==> src/rtl/pp_capture_pkg.sv <==
package pp_capture_pkg;

  localparam int unsigned REG_SEL_W = 3;

  typedef enum logic [REG_SEL_W-1:0] {
    SEL_CTRL  = 3'd0,
    SEL_BASE1 = 3'd1,
    SEL_BASE2 = 3'd2,
    SEL_SIZE  = 3'd3,
    SEL_STAT  = 3'd4
  } reg_sel_e;

  // strobe bit positions in the control word
  localparam int unsigned BIT_ACK1  = 4;
  localparam int unsigned BIT_ACK2  = 5;
  localparam int unsigned BIT_ACKOV = 6;
  localparam int unsigned BIT_SRST  = 7;

  typedef struct packed {
    logic ien_ovr;
    logic ien2;
    logic ien1;
    logic en;
  } ctrl_t;

  typedef struct packed {
    logic srst;
    logic ack_ovr;
    logic ack2;
    logic ack1;
  } strb_t;

  typedef struct packed {
    logic ovr;
    logic full2;
    logic full1;
    logic act1;
  } stat_t;

endpackage

==> src/rtl/pp_regs.sv <==
module pp_regs
  import pp_capture_pkg::*;
#(
  parameter int unsigned AW        = 32,
  parameter int unsigned ALIGN_LSB = 6
) (
  input  logic                 clk_i,
  input  logic                 rst_ni,
  input  logic                 we_i,
  input  logic [REG_SEL_W-1:0] addr_i,
  input  logic [AW-1:0]        wdata_i,
  input  stat_t                stat_i,
  output logic [AW-1:0]        rdata_o,
  output ctrl_t                ctrl_o,
  output strb_t                strb_o,
  output logic [AW-1:0]        base1_o,
  output logic [AW-1:0]        base2_o,
  output logic [AW-1:0]        size_o
);

  localparam int unsigned HI_W = AW - ALIGN_LSB;

  ctrl_t           ctrl_q;
  logic [HI_W-1:0] base1_q, base2_q, size_q;
  logic            ctrl_wr;

  assign ctrl_wr = we_i && (addr_i == SEL_CTRL);

  assign strb_o.ack1    = ctrl_wr && wdata_i[BIT_ACK1];
  assign strb_o.ack2    = ctrl_wr && wdata_i[BIT_ACK2];
  assign strb_o.ack_ovr = ctrl_wr && wdata_i[BIT_ACKOV];
  assign strb_o.srst    = ctrl_wr && wdata_i[BIT_SRST];

  always_ff @(posedge clk_i or negedge rst_ni) begin
    if (!rst_ni) begin
      ctrl_q  <= '0;
      base1_q <= '0;
      base2_q <= '0;
      size_q  <= '0;
    end else if (strb_o.srst) begin
      ctrl_q  <= '0;
      base1_q <= '0;
      base2_q <= '0;
      size_q  <= '0;
    end else if (we_i) begin
      unique case (addr_i)
        SEL_CTRL:  ctrl_q  <= ctrl_t'(wdata_i[3:0]);
        SEL_BASE1: base1_q <= wdata_i[AW-1:ALIGN_LSB];
        SEL_BASE2: base2_q <= wdata_i[AW-1:ALIGN_LSB];
        SEL_SIZE:  size_q  <= wdata_i[AW-1:ALIGN_LSB];
        default: ;
      endcase
    end
  end

  assign ctrl_o  = ctrl_q;
  assign base1_o = {base1_q, {ALIGN_LSB{1'b0}}};
  assign base2_o = {base2_q, {ALIGN_LSB{1'b0}}};
  assign size_o  = {size_q, {ALIGN_LSB{1'b0}}};

  always_comb begin
    unique case (addr_i)
      SEL_CTRL:  rdata_o = AW'(ctrl_q);
      SEL_BASE1: rdata_o = base1_o;
      SEL_BASE2: rdata_o = base2_o;
      SEL_SIZE:  rdata_o = size_o;
      SEL_STAT:  rdata_o = AW'(stat_i);
      default:   rdata_o = '0;
    endcase
  end

  AST_STROBE_READS_ZERO: assert property (@(posedge clk_i) disable iff (!rst_ni)
    (addr_i == SEL_CTRL) |-> (rdata_o[7:4] == 4'b0));

endmodule

==> src/rtl/pp_addr_gen.sv <==
module pp_addr_gen #(
  parameter int unsigned AW   = 32,
  parameter int unsigned STEP = 4
) (
  input  logic          clk_i,
  input  logic          rst_ni,
  input  logic          srst_i,
  input  logic          en_i,
  input  logic          accept_i,
  input  logic [AW-1:0] size_i,
  output logic [AW-1:0] offset_o,
  output logic          wrap_o
);

  logic [AW-1:0] offset_q, offset_nxt;

  assign offset_nxt = offset_q + AW'(STEP);
  assign wrap_o     = accept_i && (offset_nxt >= size_i);
  assign offset_o   = offset_q;

  always_ff @(posedge clk_i or negedge rst_ni) begin
    if (!rst_ni)            offset_q <= '0;
    else if (srst_i)        offset_q <= '0;
    else if (!en_i)         offset_q <= '0;
    else if (wrap_o)        offset_q <= '0;
    else if (accept_i)      offset_q <= offset_nxt;
  end

  AST_IDLE_OFFSET_ZERO: assert property (@(posedge clk_i) disable iff (!rst_ni)
    !en_i |=> (offset_o == '0));

  AST_OFFSET_STEP: assert property (@(posedge clk_i) disable iff (!rst_ni)
    (en_i && accept_i && !wrap_o && !srst_i) |=> (offset_o == $past(offset_o) + AW'(STEP)));

endmodule

==> src/rtl/pp_flags.sv <==
module pp_flags (
  input  logic clk_i,
  input  logic rst_ni,
  input  logic srst_i,
  input  logic wrap_i,
  input  logic ack1_i,
  input  logic ack2_i,
  input  logic ack_ovr_i,
  input  logic ien1_i,
  input  logic ien2_i,
  input  logic ien_ovr_i,
  output logic act1_o,
  output logic [1:0] full_o,
  output logic ovr_o,
  output logic stall_o,
  output logic irq_o
);

  localparam int unsigned NBUF = 2;

  logic            sel_q;   // 0: region one filling
  logic [NBUF-1:0] full_q;
  logic [NBUF-1:0] ack_v;
  logic [NBUF-1:0] ien_v;
  logic            ovr_q;

  assign ack_v = {ack2_i, ack1_i};
  assign ien_v = {ien2_i, ien1_i};

  always_ff @(posedge clk_i or negedge rst_ni) begin
    if (!rst_ni)     sel_q <= 1'b0;
    else if (srst_i) sel_q <= 1'b0;
    else if (wrap_i) sel_q <= ~sel_q;
  end

  for (genvar i = 0; i < NBUF; i++) begin : g_full
    logic set_c;
    assign set_c = wrap_i && (sel_q == 1'(i));

    always_ff @(posedge clk_i or negedge rst_ni) begin
      if (!rst_ni)       full_q[i] <= 1'b0;
      else if (srst_i)   full_q[i] <= 1'b0;
      else if (set_c)    full_q[i] <= 1'b1;
      else if (ack_v[i]) full_q[i] <= 1'b0;
    end

    AST_ACK_CLEARS: assert property (@(posedge clk_i) disable iff (!rst_ni)
      (ack_v[i] && !set_c && !srst_i) |=> !full_o[i]);
  end

  // switching into a region still held by software
  always_ff @(posedge clk_i or negedge rst_ni) begin
    if (!rst_ni)                                    ovr_q <= 1'b0;
    else if (srst_i)                                ovr_q <= 1'b0;
    else if (wrap_i && full_q[~sel_q] && !ack_v[~sel_q]) ovr_q <= 1'b1;
    else if (ack_ovr_i)                             ovr_q <= 1'b0;
  end

  assign act1_o  = ~sel_q;
  assign full_o  = full_q;
  assign ovr_o   = ovr_q;
  assign stall_o = full_q[sel_q];
  assign irq_o   = |(full_q & ien_v) | (ovr_q & ien_ovr_i);

  AST_SWAP_ON_FILL: assert property (@(posedge clk_i) disable iff (!rst_ni)
    (wrap_i && !srst_i) |=> (act1_o != $past(act1_o)));

  AST_OVR_STICKY: assert property (@(posedge clk_i) disable iff (!rst_ni)
    (ovr_o && !ack_ovr_i && !srst_i) |=> ovr_o);

endmodule

==> src/rtl/pp_capture_ctrl.sv <==
module pp_capture_ctrl
  import pp_capture_pkg::*;
#(
  parameter int unsigned AW        = 32,
  parameter int unsigned SW        = 32,
  parameter int unsigned STEP      = 4,
  parameter int unsigned ALIGN_LSB = 6
) (
  input  logic                 clk_i,
  input  logic                 rst_ni,
  input  logic                 reg_we_i,
  input  logic [REG_SEL_W-1:0] reg_addr_i,
  input  logic [AW-1:0]        reg_wdata_i,
  output logic [AW-1:0]        reg_rdata_o,
  input  logic                 smp_valid_i,
  input  logic [SW-1:0]        smp_data_i,
  output logic                 mem_we_o,
  output logic [AW-1:0]        mem_addr_o,
  output logic [SW-1:0]        mem_wdata_o,
  output logic                 irq_o
);

  ctrl_t         ctrl;
  strb_t         strb;
  stat_t         stat;
  logic [AW-1:0] base1, base2, size, offset;
  logic [1:0]    full;
  logic          act1, ovr, stall, wrap, accept;

  pp_regs #(.AW(AW), .ALIGN_LSB(ALIGN_LSB)) i_regs (
    .clk_i   (clk_i),
    .rst_ni  (rst_ni),
    .we_i    (reg_we_i),
    .addr_i  (reg_addr_i),
    .wdata_i (reg_wdata_i),
    .stat_i  (stat),
    .rdata_o (reg_rdata_o),
    .ctrl_o  (ctrl),
    .strb_o  (strb),
    .base1_o (base1),
    .base2_o (base2),
    .size_o  (size)
  );

  assign accept = ctrl.en && smp_valid_i && !stall;

  pp_addr_gen #(.AW(AW), .STEP(STEP)) i_addr_gen (
    .clk_i    (clk_i),
    .rst_ni   (rst_ni),
    .srst_i   (strb.srst),
    .en_i     (ctrl.en),
    .accept_i (accept),
    .size_i   (size),
    .offset_o (offset),
    .wrap_o   (wrap)
  );

  pp_flags i_flags (
    .clk_i     (clk_i),
    .rst_ni    (rst_ni),
    .srst_i    (strb.srst),
    .wrap_i    (wrap),
    .ack1_i    (strb.ack1),
    .ack2_i    (strb.ack2),
    .ack_ovr_i (strb.ack_ovr),
    .ien1_i    (ctrl.ien1),
    .ien2_i    (ctrl.ien2),
    .ien_ovr_i (ctrl.ien_ovr),
    .act1_o    (act1),
    .full_o    (full),
    .ovr_o     (ovr),
    .stall_o   (stall),
    .irq_o     (irq_o)
  );

  assign stat = '{ovr: ovr, full2: full[1], full1: full[0], act1: act1};

  assign mem_we_o    = accept;
  assign mem_addr_o  = (act1 ? base1 : base2) + offset;
  assign mem_wdata_o = smp_data_i;

  AST_WRITE_ALIGNED: assert property (@(posedge clk_i) disable iff (!rst_ni)
    mem_we_o |-> (mem_addr_o[1:0] == 2'b00));

  AST_SRST_CLEARS: assert property (@(posedge clk_i) disable iff (!rst_ni)
    strb.srst |=> (stat == 4'b0001 && !irq_o));

  AST_NO_WRITE_IDLE: assert property (@(posedge clk_i) disable iff (!rst_ni)
    (reg_we_i && reg_addr_i == SEL_CTRL && !reg_wdata_i[0]) |=> !mem_we_o);

endmodule

==> config.mk <==
export PLATFORM = sky130hd
export DESIGN_NAME = pp_capture_ctrl
export DESIGN_NICKNAME = d
export VERILOG_FILES = /design/src/rtl/pp_capture_pkg.sv /design/src/rtl/pp_regs.sv /design/src/rtl/pp_addr_gen.sv /design/src/rtl/pp_flags.sv /design/src/rtl/pp_capture_ctrl.sv
export SDC_FILE = /design/constraint.sdc
export NUM_CORES = 1
export LEC_CHECK = 0
export BUFFER_PORTS_ARGS = -buffer_cell sky130_fd_sc_hd__buf_4
export CORE_UTILIZATION = 58
export CTS_BUF_LIST = sky130_fd_sc_hd__clkbuf_4
export DETAILED_ROUTE_END_ITERATION = 16
export PLACE_DENSITY = 0.83
export SYNTH_ARGS = -nofsm -noshare
export SYNTH_HDL_FRONTEND = slang
export SYNTH_SLANG_ARGS = --single-unit
==> constraint.sdc <==
create_clock -name clk_i -period 4.5 [get_ports clk_i]
set_clock_uncertainty 0.15 [all_clocks]
set_input_delay 0.225 -clock clk_i [delete_from_list [all_inputs] [get_ports clk_i]]
set_output_delay 0.225 -clock clk_i [all_outputs]
set_load 0.01 [all_outputs]
# Word level (Yosys, flattened, before mapping)

Index checks and enable logic that the tools add are counted.

Bits in registers: 118
Bits of input ports: 71
Output and inout bits: 98
Logic and storage cells: 90

$add $sub $neg: 2
$lt $le $gt $ge: 3
Equal/unequal tests: 5
Muxes and demuxes: 35
Bitwise operators: 4
Reduce and logical (&&, ||, !) cells: 29

Operators by type and width:

| kind                    | count |
|---|---|
| $mux W26                | 9 |
| $mux W32                | 5 |
| $pmux W32 S5            | 1 |
| $add A32 B3 Y32 const B | 1 |
| $add A32 B32 Y32        | 1 |
| $ge A32 B32 Y1          | 1 |
| $mux W1                 | 17 |
| $logic_and A1 B1 Y1     | 12 |
| $mux W4                 | 3 |
| $reduce_bool A2 Y1      | 6 |
| $reduce_bool A3 Y1      | 3 |
| $reduce_and A2 Y1       | 4 |
| $eq A3 B2 Y1 const B    | 2 |
| $lt A1 B2 Y1 const B    | 2 |
| $ne A4 B1 Y1 const B    | 1 |
| $eq A3 B1 Y1 const B    | 1 |
| $eq A3 B3 Y1 const B    | 1 |
| $logic_not A3 Y1        | 1 |
| $and A2 B2 Y2           | 1 |
| $logic_not A1 Y1        | 2 |
| $reduce_or A2 Y1        | 1 |
| $and A1 B1 Y1           | 1 |
| $not A1 Y1              | 1 |
| $or A1 B1 Y1            | 1 |

# Depth between registers and ports, before layout

Depth in word-level cells: 9
Mapped depth: 17
Gate-level depth less buffers: 14

# Hierarchy

A second synthesis with hierarchy kept.

Cell total of the unflattened synthesis: 1171
Area, all modules: 9650.5 um^2

Modules (own cells, without submodules):

| module          | instances | cells an instance | area each (um^2) |
|---|---|---|---|
| pp_regs         | 1         | 489               | 4222.8 |
| pp_addr_gen     | 1         | 361               | 2912.8 |
| pp_capture_ctrl | 1         | 301               | 2307.2 |
| pp_flags        | 1         | 20                | 207.7 |

# Least setup slack after synthesis

OpenSTA, ideal clock, no wires.

Path kind: reg2out
From: register i_flags.sel_q
To: output port mem_addr_o[31]
Data arrival time: 3343 ps
Required time: 4125 ps
Slack: 782 ps
Stages on the path, launching flop included: 13
Buffers on the path: 3
Cell sequence: dfrtp_1 > buf_1 > clkbuf_1 > mux2_2 > ha_1 > buf_4 > a211oi_1 > o211ai_1 > a311o_1 > a21o_2 > a31oi_1 > o21ai_1 > xnor2_1

Cells in the longest elaborated chain, start to end: 2

Ends and longest elaborated chain:

| element                  | line                  | RTL |
|---|---|---|
| start: declaration       | pp_flags.sv:21        | `logic sel_q;` |
| start signal: assignment | pp_flags.sv:33        | `else if (wrap_i) sel_q <= ~sel_q;` |
| $mux W32                 | pp_capture_ctrl.sv:79 | `assign mem_addr_o = (act1 ? base1 : base2) + offset;` |
| $add A32 B32 Y32         | pp_capture_ctrl.sv:79 |  |
| end: declaration         | pp_capture_ctrl.sv:18 | `output logic [AW-1:0] mem_addr_o,` |

No other way between the ends.

# Worst setup path after layout

From: register i_flags.sel_q
To: output port mem_addr_o[25]

The elaborated chain is that of the path after synthesis.

==> flow_summary.ini <==
[critical_path]
critPathSlowestCell = dfrtp_2
crit_family = compound AO/OA/AOI/OAI gates
crit_required_ns = 4.12
arrival_ns = 3.87
cp_max_fo = 10
path_class = flop to primary output
crit_chain = buf_4, mux2_2, ha_1, a211oi_1, o211ai_1, a311o_1, a21o_2, a31o_1, a21oi_1, xnor2_1, buf_4
cp-end-kind = primary output
start_kind = flop
max_stage_delay_ns = 0.49
cp_common_cell = buf_4
critPathBufInv = 2

[place]
hpwl_mm = 16.6
io_buffers = 100
routabilityCongestion = 0.957
placed_cell_area_mm2 = 0.00907

[global_route]
grt_overflow = 0
grt_max_degree = 83
grt_pass1_wl_mm = 38.5
first_global_vias = 7450
antenna_found_initial = 0
globalRouteTotalUtil = 0.336

[floorplanning]
die_h_um = 123
start_util = 0.605
core_mm2 = 0.0141
fp.dieW_um = 123
die_area_mm2 = 0.0152
num_io_pins = 169
rows = 43

[detailed_routing]
drc = 0
drtAntennaViolNets = 0
dr.pass1.iters = 5
vias_per_cell = 6.18
totalWireLength_mm = 24.6
route.vias.total = 7982
drt-initial-drc-count = 750
wire_per_inst_um = 19.0

[job]
maxCapViolations = 0

[layout]
area_growth_pct = 14.1
ff_latch_area_mm2 = 0.00290
final_cell_mix = nand2_1, buf_4, dfrtp_1, a21oi_1, nor2_1
postLayoutCellArea_mm2 = 0.00974
num-nets-final = 1223
diodes = 0
final_layout_size_suffix_gt1_frac = 0.191
multiInputGateArea_mm2 = 0.00497
nFillCells = 1119
final_common_cell = nand2_1

[power]
vdd_ir_drop_max_mv = 0.216
p_leak_nw = 4.74
p_per_area_mw_per_mm2 = 291
p_total_mw = 2.83

[timing]
finalHoldViolCount = 0
fin_crit_ns = 4.24
post-route-period-util = 0.943
rsz0062_at_grt = no
timing.slew.headroom = 0.183
finalSetupViolCount = 0
fin_tns_setup_ns = 0
fmax_mhz = 236
slew_viol_final = 0
tightest_slew_ns = 1.23

[synth]
syn-instance-count = 1020
yosys_warnings = 0
ys_ff_latch = 116
synth.distinct_cells = 64
syn-cell-area_mm2 = 0.00853
async_flop_share = 1.00
ys.flop_type = dfrtp_1
syn_area_per_cell_um2 = 8.36
synth-edff-count = 0
seq_area_frac_synth = 0.340

[clocking]
clk-insertion-delay-late_ns = 0.57
cts_tree = built
htree_levels = 4
clock-root-buffer = clkbuf_4
cts-buffers-inserted = 17
clock_path_buffers = 2
cts.sinks = 116
clkSlewWorstSetupHoldPaths_ns = 0.11

[hold_path]
hp-class = primary input to flop

[run_status]
status = completed
## worst paths after layout
path | from | end | slack (ns) | depth (start not counted)
max | i_flags.sel_q$_DFFE_PN0P_ | mem_addr_o[25] | 0.26 | 11
min | reg_we_i | i_regs.ctrl_o[0]$_DFFE_PN0P_ | 0.15 | 5
max reg2reg | i_addr_gen.offset_o[10]$_DFFE_PN0P_ | i_addr_gen.offset_o[13]$_DFFE_PN0P_ | 0.34 | 15
min reg2reg | i_regs.ctrl_o[3]$_DFFE_PN0P_ | i_regs.ctrl_o[3]$_DFFE_PN0P_ | 0.39 | 2
max in group asynchronous | rst_ni | i_regs.base2_q[5]$_DFFE_PN0P_ | 2.86 | 3
min in group asynchronous | rst_ni | i_addr_gen.offset_o[8]$_DFFE_PN0P_ | 0.20 | 2
## kinds of logic (layout without fill, tap and decap cells)
group,Yosys count,in the layout,share of synthesized area
other,1,4,0.000440
DFF,116,116,0.340
adders and majority gates,54,54,0.0801
and+or+nand+nor,382,382,0.204
xor gates and xnor gates,49,49,0.0503
muxes,59,59,0.0766
AOI/OAI and AO/OA,226,226,0.170
buffers and inverters,133,221,0.0788
## layout make-up
type,count,area share
well taps,180,0.0231
multi-input cells,774,0.510
repair buffers,153,0.127
inverters,36,0.0139
clock buffers,17,0.0131
clock inverters,15,0.0136
flip-flops and latches,116,0.298
## flip-flops by register name (all words and copies together) (netlist names)
| register | count |
|---|---|
| i_addr_gen.offset_o | 30 |
| i_regs.base1_q | 26 |
| i_regs.base2_q | 26 |
| i_regs.size_q | 26 |
| i_regs.ctrl_o | 4 |
| i_flags.full_o | 2 |
| i_flags.ovr_o | 1 |
| i_flags.sel_q | 1 |
## worst min-delay path, cell delays in order
cell and delay [ns]:
buf_4 0.11, nor2b_1 0.21, nand2_1 0.17, nand2_1 0.07, nand2_1 0.05
## Yosys cell counts (17+ instances only)
| library cell | n | area share |
|---|---|---|
| xor2_1 | 22 | 0.023 |
| clkbuf_1 | 44 | 0.019 |
| inv_1 | 36 | 0.016 |
| a22oi_1 | 27 | 0.024 |
| nand3_1 | 17 | 0.010 |
| buf_4 | 44 | 0.039 |
| a21o_1 | 17 | 0.015 |
| xnor2_1 | 27 | 0.028 |
| o21ai_0 | 17 | 0.010 |
| dfrtp_1 | 116 | 0.34 |
| a21oi_1 | 107 | 0.063 |
| mux2_2 | 50 | 0.066 |
| nand2_1 | 217 | 0.095 |
| nor2_1 | 54 | 0.024 |
| ha_1 | 53 | 0.078 |
## report_power, final
group	switching [mW]	leakage, nW	internal (mW)
clock	0.477	0.126	0.274
combinational	0.442	3.08	0.364
sequential	0.111	1.53	1.17
## per-stage QoR
step	hold WS [ns]	util	worst slack (ns)	cells
5_1_grt	0.179	0.691	0.0506	1291
3_3_place_gp	0.300	0.643	0.559	1217
6_report	0.146	0.691	0.256	1291
4_1_cts	0.0971	0.688	0.0745	1286
2_1_floorplan	-0.221	-	0.782	1023
3_5_place_dp	0.294	0.643	0.432	1217
## metal layers
metal,part of all wire,track usage
met5,0,0
met1,0.42,0.467
met4,0.019,0.107
met3,0.097,0.0835
met2,0.46,0.515
## repair_timing
action                     4_1_cts  5_1_grt
gates resized for setup          0        1
hold endpoints to repair       161        0
hold buffers                    37        0
setup endpoints to repair        0        7
setup buffers                    0        5
Note: power is estimated with default switching activity, not from simulation.
